--- config.mk ---
export PLATFORM = sky130hd
export DESIGN_NAME = rtcx_regfile
export DESIGN_NICKNAME = d
export VERILOG_FILES = /design/src/rtl/rtcx_pkg.sv /design/src/rtl/rtcx_host_port.sv /design/src/rtl/rtcx_alarm_match.sv /design/src/rtl/rtcx_flag_unit.sv /design/src/rtl/rtcx_regfile.sv
export SDC_FILE = /design/constraint.sdc
export NUM_CORES = 2
export LEC_CHECK = 0
export ABC_AREA = 1
export BUFFER_PORTS_ARGS = -buffer_cell sky130_fd_sc_hd__buf_2
export CELL_PAD_IN_SITES_DETAIL_PLACEMENT = 1
export CELL_PAD_IN_SITES_GLOBAL_PLACEMENT = 2
export CORE_ASPECT_RATIO = 1.2
export CORE_MARGIN = 1.5
export CORE_UTILIZATION = 30
export CTS_BUF_LIST = sky130_fd_sc_hd__clkbuf_8
export DETAILED_ROUTE_END_ITERATION = 10
export PLACE_DENSITY = 0.64
export SLEW_MARGIN = 5
export SYNTH_ARGS = -nofsm -noshare
export SYNTH_HDL_FRONTEND = slang
export SYNTH_HIERARCHICAL = 1
export SYNTH_SLANG_ARGS = --single-unit
--- constraint.sdc ---
create_clock -name clk -period 2.2 [get_ports clk]
set_input_delay 0.33 -clock clk [delete_from_list [all_inputs] [get_ports clk]]
set_output_delay 0.33 -clock clk [all_outputs]
set_load 0.01 [all_outputs]
--- src/rtl/rtcx_pkg.sv ---
package rtcx_pkg;
  localparam int IDX_W     = 7;
  localparam int BYTE_W    = 8;
  localparam int NUM_BYTES = 1 << IDX_W;

  typedef logic [IDX_W-1:0]  idx_t;
  typedef logic [BYTE_W-1:0] byte_t;

  // Byte indices whose behaviour is fixed.
  localparam idx_t IDX_ALM_SEC  = 7'd1;
  localparam idx_t IDX_ALM_MIN  = 7'd3;
  localparam idx_t IDX_ALM_HOUR = 7'd5;
  localparam idx_t IDX_CTL_A    = 7'd10;
  localparam idx_t IDX_CTL_B    = 7'd11;
  localparam idx_t IDX_STAT     = 7'd12;
  localparam idx_t IDX_VALID    = 7'd13;

  localparam byte_t RST_CTL_A = 8'h26;
  localparam byte_t RST_CTL_B = 8'h02;
  localparam byte_t VALID_VAL = 8'h80;
  localparam byte_t EVEN_READ = 8'hFF;

  // Control B bit positions.
  localparam int B_FREEZE = 7;
  localparam int B_PER_EN = 6;
  localparam int B_ALM_EN = 5;
  localparam int B_UPD_EN = 4;

  // Status flag masks.
  localparam byte_t FLG_PERIODIC = 8'hC0;
  localparam byte_t FLG_ALARM    = 8'hA0;
  localparam byte_t FLG_UPDATE   = 8'h90;
endpackage

--- src/rtl/rtcx_host_port.sv ---
module rtcx_host_port
  import rtcx_pkg::*;
#(
  parameter int IW = IDX_W,
  parameter int DW = BYTE_W
) (
  input  logic          clk,
  input  logic          rst_n,
  input  logic          req_valid,
  output logic          req_ready,
  input  logic          req_addr,
  input  logic          req_wr,
  input  logic [DW-1:0] req_wdata,
  output logic          rsp_valid,
  input  logic          rsp_ready,
  output logic [DW-1:0] rsp_data,
  input  logic [DW-1:0] rd_byte,
  output logic [IW-1:0] idx_q,
  output logic          acc_wr,
  output logic          acc_rd
);
  logic fire;

  assign req_ready = !rsp_valid || rsp_ready;
  assign fire      = req_valid && req_ready;
  assign acc_wr    = fire && req_wr && req_addr;
  assign acc_rd    = fire && !req_wr && req_addr;

  always_ff @(posedge clk) begin
    if (!rst_n) begin
      idx_q     <= '0;
      rsp_valid <= 1'b0;
      rsp_data  <= '0;
    end else begin
      if (fire && req_wr && !req_addr) idx_q <= req_wdata[IW-1:0];
      if (fire && !req_wr) begin
        rsp_valid <= 1'b1;
        rsp_data  <= req_addr ? rd_byte : DW'(EVEN_READ);
      end else if (rsp_ready) begin
        rsp_valid <= 1'b0;
      end
    end
  end
endmodule

--- src/rtl/rtcx_alarm_match.sv ---
module rtcx_alarm_match #(
  parameter int NF = 3,
  parameter int W  = 8
) (
  input  logic [NF-1:0][W-1:0] alarm_bytes,
  input  logic [NF-1:0][W-1:0] cur_bytes,
  output logic                 hit
);
  logic [NF-1:0] fld_ok;

  for (genvar g = 0; g < NF; g++) begin : g_field
    assign fld_ok[g] = (alarm_bytes[g][W-1:W-2] == 2'b11) ||
                       (alarm_bytes[g] == cur_bytes[g]);
  end

  assign hit = &fld_ok;
endmodule

--- src/rtl/rtcx_flag_unit.sv ---
module rtcx_flag_unit
  import rtcx_pkg::*;
#(
  parameter int DW = BYTE_W
) (
  input  logic          clk,
  input  logic          rst_n,
  input  logic          tick_periodic,
  input  logic          upd_start,
  input  logic          upd_end,
  input  logic [DW-1:0] ctl_b,
  input  logic          alarm_hit,
  input  logic          wr_b_freeze,
  input  logic          rd_stat,
  output logic          uip,
  output logic [DW-1:0] status,
  output logic          irq
);
  logic          frozen;
  logic [DW-1:0] set_bits;
  logic [DW-1:0] kept;

  assign frozen = ctl_b[B_FREEZE];
  assign kept   = rd_stat ? '0 : status;

  always_comb begin
    set_bits = '0;
    if (tick_periodic && ctl_b[B_PER_EN]) set_bits |= DW'(FLG_PERIODIC);
    if (upd_end && !frozen) begin
      if (ctl_b[B_UPD_EN])              set_bits |= DW'(FLG_UPDATE);
      if (ctl_b[B_ALM_EN] && alarm_hit) set_bits |= DW'(FLG_ALARM);
    end
  end

  always_ff @(posedge clk) begin
    if (!rst_n) begin
      uip    <= 1'b0;
      status <= '0;
    end else begin
      status <= kept | set_bits;
      if (wr_b_freeze || upd_end)   uip <= 1'b0;
      else if (upd_start && !frozen) uip <= 1'b1;
    end
  end

  assign irq = status[DW-1];
endmodule

--- src/rtl/rtcx_regfile.sv ---
module rtcx_regfile
  import rtcx_pkg::*;
(
  input  logic              clk,
  input  logic              rst_n,
  input  logic              req_valid,
  output logic              req_ready,
  input  logic              req_addr,
  input  logic              req_wr,
  input  logic [BYTE_W-1:0] req_wdata,
  output logic              rsp_valid,
  input  logic              rsp_ready,
  output logic [BYTE_W-1:0] rsp_data,
  input  logic              tick_periodic,
  input  logic              upd_start,
  input  logic              upd_end,
  input  logic [BYTE_W-1:0] cur_sec,
  input  logic [BYTE_W-1:0] cur_min,
  input  logic [BYTE_W-1:0] cur_hour,
  output logic [BYTE_W-1:0] ctl_a,
  output logic [BYTE_W-1:0] ctl_b,
  output logic              irq
);
  byte_t mem [NUM_BYTES];
  idx_t  idx_q;
  logic  acc_wr, acc_rd;
  byte_t rd_byte, status;
  logic  uip, alarm_hit, wr_b_freeze, rd_stat;
  logic  wr_allowed;

  rtcx_host_port #(.IW(IDX_W), .DW(BYTE_W)) u_port (
    .clk(clk), .rst_n(rst_n),
    .req_valid(req_valid), .req_ready(req_ready), .req_addr(req_addr),
    .req_wr(req_wr), .req_wdata(req_wdata),
    .rsp_valid(rsp_valid), .rsp_ready(rsp_ready), .rsp_data(rsp_data),
    .rd_byte(rd_byte), .idx_q(idx_q), .acc_wr(acc_wr), .acc_rd(acc_rd)
  );

  assign wr_allowed = (idx_q != IDX_STAT) && (idx_q != IDX_VALID);

  always_ff @(posedge clk) begin
    if (!rst_n) begin
      for (int i = 0; i < NUM_BYTES; i++) mem[i] <= '0;
      mem[IDX_CTL_A] <= RST_CTL_A;
      mem[IDX_CTL_B] <= RST_CTL_B;
    end else if (acc_wr && wr_allowed) begin
      if (idx_q == IDX_CTL_A) mem[idx_q] <= {1'b0, req_wdata[BYTE_W-2:0]};
      else                    mem[idx_q] <= req_wdata;
    end
  end

  assign ctl_a = {uip, mem[IDX_CTL_A][BYTE_W-2:0]};
  assign ctl_b = mem[IDX_CTL_B];

  always_comb begin
    case (idx_q)
      IDX_CTL_A: rd_byte = ctl_a;
      IDX_STAT:  rd_byte = status;
      IDX_VALID: rd_byte = VALID_VAL;
      default:   rd_byte = mem[idx_q];
    endcase
  end

  assign wr_b_freeze = acc_wr && (idx_q == IDX_CTL_B) && req_wdata[B_FREEZE];
  assign rd_stat     = acc_rd && (idx_q == IDX_STAT);

  rtcx_alarm_match #(.NF(3), .W(BYTE_W)) u_alarm (
    .alarm_bytes({mem[IDX_ALM_HOUR], mem[IDX_ALM_MIN], mem[IDX_ALM_SEC]}),
    .cur_bytes({cur_hour, cur_min, cur_sec}),
    .hit(alarm_hit)
  );

  rtcx_flag_unit #(.DW(BYTE_W)) u_flags (
    .clk(clk), .rst_n(rst_n),
    .tick_periodic(tick_periodic), .upd_start(upd_start), .upd_end(upd_end),
    .ctl_b(ctl_b), .alarm_hit(alarm_hit), .wr_b_freeze(wr_b_freeze),
    .rd_stat(rd_stat), .uip(uip), .status(status), .irq(irq)
  );
endmodule

# == After elaboration in Yosys (flattened, before gate mapping) ==
# Memories as Yosys holds them, arrays and structs flattened. A register that Yosys moved wholly into a read port is not among the register bits.
# Cells that the tools add are included.
# totals
ramBits,1024
out_inout_bits,27
in_bits,41
memories,1
register_bits,25
wordCells,77
# op_classes
n_eq_ne,12
n_reduce_logical,28
n_bitwise,5
mux,26
# mem_list
name,depth,word_bits,read_ports,rd_clocked_by_memory_dff,write_ports,line_no,source
mem,128,8,6,1,128,rtcx_regfile.sv:24,byte_t mem [NUM_BYTES];
# op_table
op,n
two-way mux 8 bit,10
"== test 7 x 4 -> 1 bit, second input constant",4
== test 8 bit,3
case mux 8 bit (3 select lines),1
two-way mux 7 bit,3
logical AND 1 bit,15
"inequality test 7 x 4 -> 1 bit, second input constant",2
two-way mux 1 bit,12
bitwise OR 8 bit,1
OR reduction 8 bit,1
"== test 2 bit, second input constant",3
logical OR 1 bit,5
logical NOT 1 bit,4
bitwise OR 1 bit,3
AND reduction 3 bit,1
nonzero test 2 bit,1
OR reduction 2 bit,1
inverter 1 bit,1

# == Longest topological paths before layout ==
# depth
depth_word,12
depth_mapped,18
mapped_depth_nobuf,15

# == Cells and area by module ==
# The synthesis kept the hierarchy.
# by_module_without_submodules
mod,cells_each,seq_area_each_um2,area_per_inst_um2,instances
rtcx_regfile,5619,30749.5,49642.6,1
rtcx_host_port,107,320.3,720.7,1
rtcx_alarm_match,78,0.0,382.9,1
rtcx_flag_unit,38,100.1,251.5,1

# == Least setup slack after synthesis ==
# No wires, ideal clock.
# synth_path
kind,input to register
from,input rsp_ready
to,"memory mem[122][0] in the netlist's numbering, enable pin"
required_time_ns,1.871
cell_stages,11
t_arrival_ns,2.105
n_path_buf,1
setup_time_ns,0.329
slack_ns,-0.234
path_cell_list,inv_1 nand2_4 nand3_1 nor2_1 nand2_1 inv_1 nand2_2 buf_6 nor3_2 nand2_2 nand2_1
# synth_rtl
element,line_no,source
"start, declared",rtcx_regfile.sv:12,"input logic rsp_ready,"
"end, declared",rtcx_regfile.sv:24,

# == Final worst setup path ==
# layout_path
from,register u_port.idx_q[0]
to,register u_port.rsp_data[3]
# layout_between
elab_chain_cells,3
word_cells_on_any_way,5
classes_between,3 x eq/ne; 2 x mux
# layout_lines
element,line_no,source
"start, declared",rtcx_host_port.sv:18,"output logic [IW-1:0] idx_q,"
"start signal, assigned",rtcx_host_port.sv:35,if (fire && req_wr && !req_addr) idx_q <= req_wdata[IW-1:0];
== test 7 x 4 -> 1 bit,rtcx_regfile.sv:56,case (idx_q)
case mux 8 bit (3 select lines) (*),rtcx_regfile.sv:56,
via rd_byte[3],rtcx_regfile.sv:27,"byte_t rd_byte, status;"
two-way mux 8 bit (*),rtcx_host_port.sv:38,rsp_data <= req_addr ? rd_byte : DW'(EVEN_READ);
"end signal, assigned",rtcx_host_port.sv:38,
"end, declared",rtcx_host_port.sv:16,"output logic [DW-1:0] rsp_data,"
# Mark *: on every way through the listed nets, which the timed path passes. The rest lies on a longest branch.
# A chain may end at the register's enable or synchronous reset.

==> flow_summary.ini <==
[drt]
drt_wl_total_mm = 189.9
drtIter0Drc = 2392
wire_per_inst_um = 21.34
drc = 0
via_per_inst = 4.575
ant_nets = 0
num_vias = 40710
drt-pass1-iter-count = 7

[clock_network]
path_clk_slew_ns = 0.07
cts_max_path_buffers = 3
cts_tree = built
cts_inserted_buffers = 184
insertion_delay_ns = 0.97
cts.sinks = 1045
htreeDepth = 4
clockRootBuffer = clkbuf_8

[grt]
grt_start_max_net_pins = 55
grt_usage_pct = 22.28
grt_pass1_wl_mm = 281.6
grt_pass1_vias = 43430
overflow = 0
antenna_found_initial = 2

[synthesis]
ys_types = 34
synthCells = 5842
syn-cell-area_sq_um = 51000
seq_area_frac_synth_pct = 61.12
ys_ff_latch = 1045
yosysWarnings = 6
avgSynthCellArea_sq_um = 8.729

[finish]
fin_nets = 6540
area_delta_synth_final_pct = 32.37
drive_above_1_share_pct = 24.68

[critical_path]
path_class = reg2reg
crit_arrival_ns = 3.42
cp_cell_sequence = buf_12 -> buf_12 -> clkbuf_16 -> or2_2 -> nand3_1 -> nand2_1 -> nor2_4 -> nor2_2 -> nor2_1 -> buf_4 -> nand2_1 -> nand2_1 -> nand2_2 -> o21ai_2 -> nand2_1 -> nor2_1 -> nor2_1
slowest_stage = dfxtp_4
crit_path_max_fanout = 12
crit_buf_inv = 4
rr_worst_depth = 17
timing.rr.end = u_port/rsp_data[3]$_SDFFE_PN0P_
reg2reg_slack_ns = -0.38
crit_family = simple AND/OR/NAND/NOR gates
startpoint_type = flip-flop
r2r_start = u_port/idx_q[0]$_SDFFE_PN0P_
cpMostUsedCell = nand2_1
critPathRequiredTime_ns = 3.04
crit_path_end_kind = flip-flop
slowest_delay_ns = 0.43

[sta]
rsz0062_at_grt = yes
post-route-period-util_pct = 117.2
slew_headroom_pct = 60.18
clock.fmax_mhz = 387.9
drv_slew = 0
finalClockSkew_ns = 0.05799
setup-tns-final_ns = -56.37
fin_ws_ns = -0.3779
setup_viol = 977
tightest_slew_ns = 0.5974
hold_viol = 0
post-route-min-period_ns = 2.578

[floorplanning]
start_util_pct = 30.24
dieArea_sq_um = 172500
row_count = 165
boundaryPins = 68
fp.dieW_um = 379.4
die_y_um = 454.7
core_area_sq_um = 168700

[min_path]
min_path_cells = 6
hold_end = u_port/rsp_data[0]$_SDFFE_PN0P_
hp-class = in2reg
min_from = req_valid

[place]
preCtsSetupSlack_ns = -0.5210
place.gp.congestion = 0.8077
hpwl_mm = 127.3
port_buffers = 67

[outcome]
violations = setup timing
status = finished with violations

[power]
power_density_nw_per_um2 = 668.2
p_leak_uw = 0.02950
peakVddDrop_mv = 0.5564

[job]
drv_cap = 0
## metrics by stage
| stage | total power (uW) | cell area [sq um] | hold WS (ns) | std cells | utilization [%] |
|---|---|---|---|---|---|
| floorplan | 25390 | 51360 | 0.4276 | 5861 | - |
| global placement | 27990 | 59740 | 0.4638 | 8439 | 35.42 |
| detailed placement | 28040 | 59740 | 0.4635 | 8439 | 35.42 |
| CTS | 45560 | 66030 | 0.01491 | 8880 | 39.15 |
| global route | 46890 | 67500 | 0.1122 | 8899 | 40.02 |
| finish | 45110 | 67500 | 0.1164 | 8900 | 40.02 |
## area by class of cell
cell class	count	area [sq um]
clock buffers	187	2574
fillers	19410	101200
inverters	804	3104
multi-input cells	3684	17890
well taps	2254	2820
diodes	2	5.005
clock inverters	144	725.7
flip-flops and latches	1045	31180
repair buffers	779	9193
repair inverters	1	8.758
## metal layers
layer / up-vias / global-route usage, % / routed length (um)
met2: 605 / 40.51 / 97820
met4: 0 / 7.031 / 5567
met3: 298 / 2.459 / 5544
met5: - / 0 / 0
met1: 20220 / 27.35 / 80980
li1: 19590 / - / -
## kinds of logic (layout without fill, tap and decap cells)
group                     count (synthesis)  in the layout  share of synthesized area [%]
AOI/OAI and AO/OA                       119            119                          1.371
other                                     2             23                        0.01473
and+or+nand+nor                        3525           3526                          28.54
buffers and inverters                  1133           1915                          8.643
xor gates and xnor gates                 18             18                         0.3091
DFF                                    1045           1045                          61.12
## flip-flops by register name, summed over array words and instances (netlist names)
register / flops
u_flags/uip: 1
u_port/idx_q: 7
u_flags/status: 4
mem: 1024
u_port/rsp_valid: 1
u_port/rsp_data: 8
## cells in the mapped netlist (all sizes together)
cell type  number  area [sq um]
a211oi          1         7.510
a21oi           4         20.02
and3            1         6.260
buf            87         471.7
clkbuf        242         918.4
clkinv          2         7.510
conb            2         7.510
dfxtp          21         420.4
edfxtp       1024         30750
inv           802          3010
nand2        1430          5618
nand3         410          2057
nand4           2         33.78
nor2         1542          5811
nor3            4         40.04
nor4           11         207.7
o211ai         39         292.8
o21ai          75         379.1
or2           125         782.0
xnor2          11         96.34
xor2            7         61.31
## worst max path at each step
stage / start / to / depth (start not counted)
2_1_floorplan: u_port/rsp_valid$_SDFFE_PN0P_ / mem[65][0]$_SDFFCE_PN0P_ / 10
3_3_place_gp: u_port/idx_q[0]$_SDFFE_PN0P_ / u_port/rsp_data[2]$_SDFFE_PN0P_ / 16
3_5_place_dp: u_port/idx_q[0]$_SDFFE_PN0P_ / u_port/rsp_data[4]$_SDFFE_PN0P_ / 16
4_1_cts: u_port/idx_q[0]$_SDFFE_PN0P_ / u_port/rsp_data[4]$_SDFFE_PN0P_ / 19
5_1_grt: u_port/idx_q[0]$_SDFFE_PN0P_ / u_port/rsp_data[4]$_SDFFE_PN0P_ / 17
6_report: u_port/idx_q[0]$_SDFFE_PN0P_ / u_port/rsp_data[3]$_SDFFE_PN0P_ / 17
## cells in the final DEF, fill, tap and decap left out, drive strengths merged
cell,instances
nor3,4
conb,21
nand4,2
o211ai,39
bufbuf,6
dlygate4sd3,16
dfxtp,21
diode,2
or2,125
a211oi,1
and3,1
clkbuf,193
buf,751
nand2,1431
bufinv,2
edfxtp,1024
nor4,11
clkinvlp,5
xor2,7
clkinv,69
xnor2,11
nor2,1542
inv,873
nand3,410
a21oi,4
o21ai,75
## where the power goes
group | internal (uW) | leakage (uW) | switching, uW
clock network | 8180 | 0.00190 | 8710
logic | 2030 | 0.0169 | 3470
registers | 22500 | 0.0107 | 237
## timing repair
item	in CTS	in global routing
endpoints found under the setup margin	2006	1526
gates cloned	22	6
hold buffers	16	0
setup buffers	84	25
pin swaps	66	96
hold endpoints to repair	147	0
resized for setup	402	347
## worst min-delay path, delay by kind of cell
family	cells	cell delay [ns]
buffers and inverters	2	0.27
AND/OR/NAND/NOR	4	0.41
No activity file was read; power rests on OpenSTA's default activity.
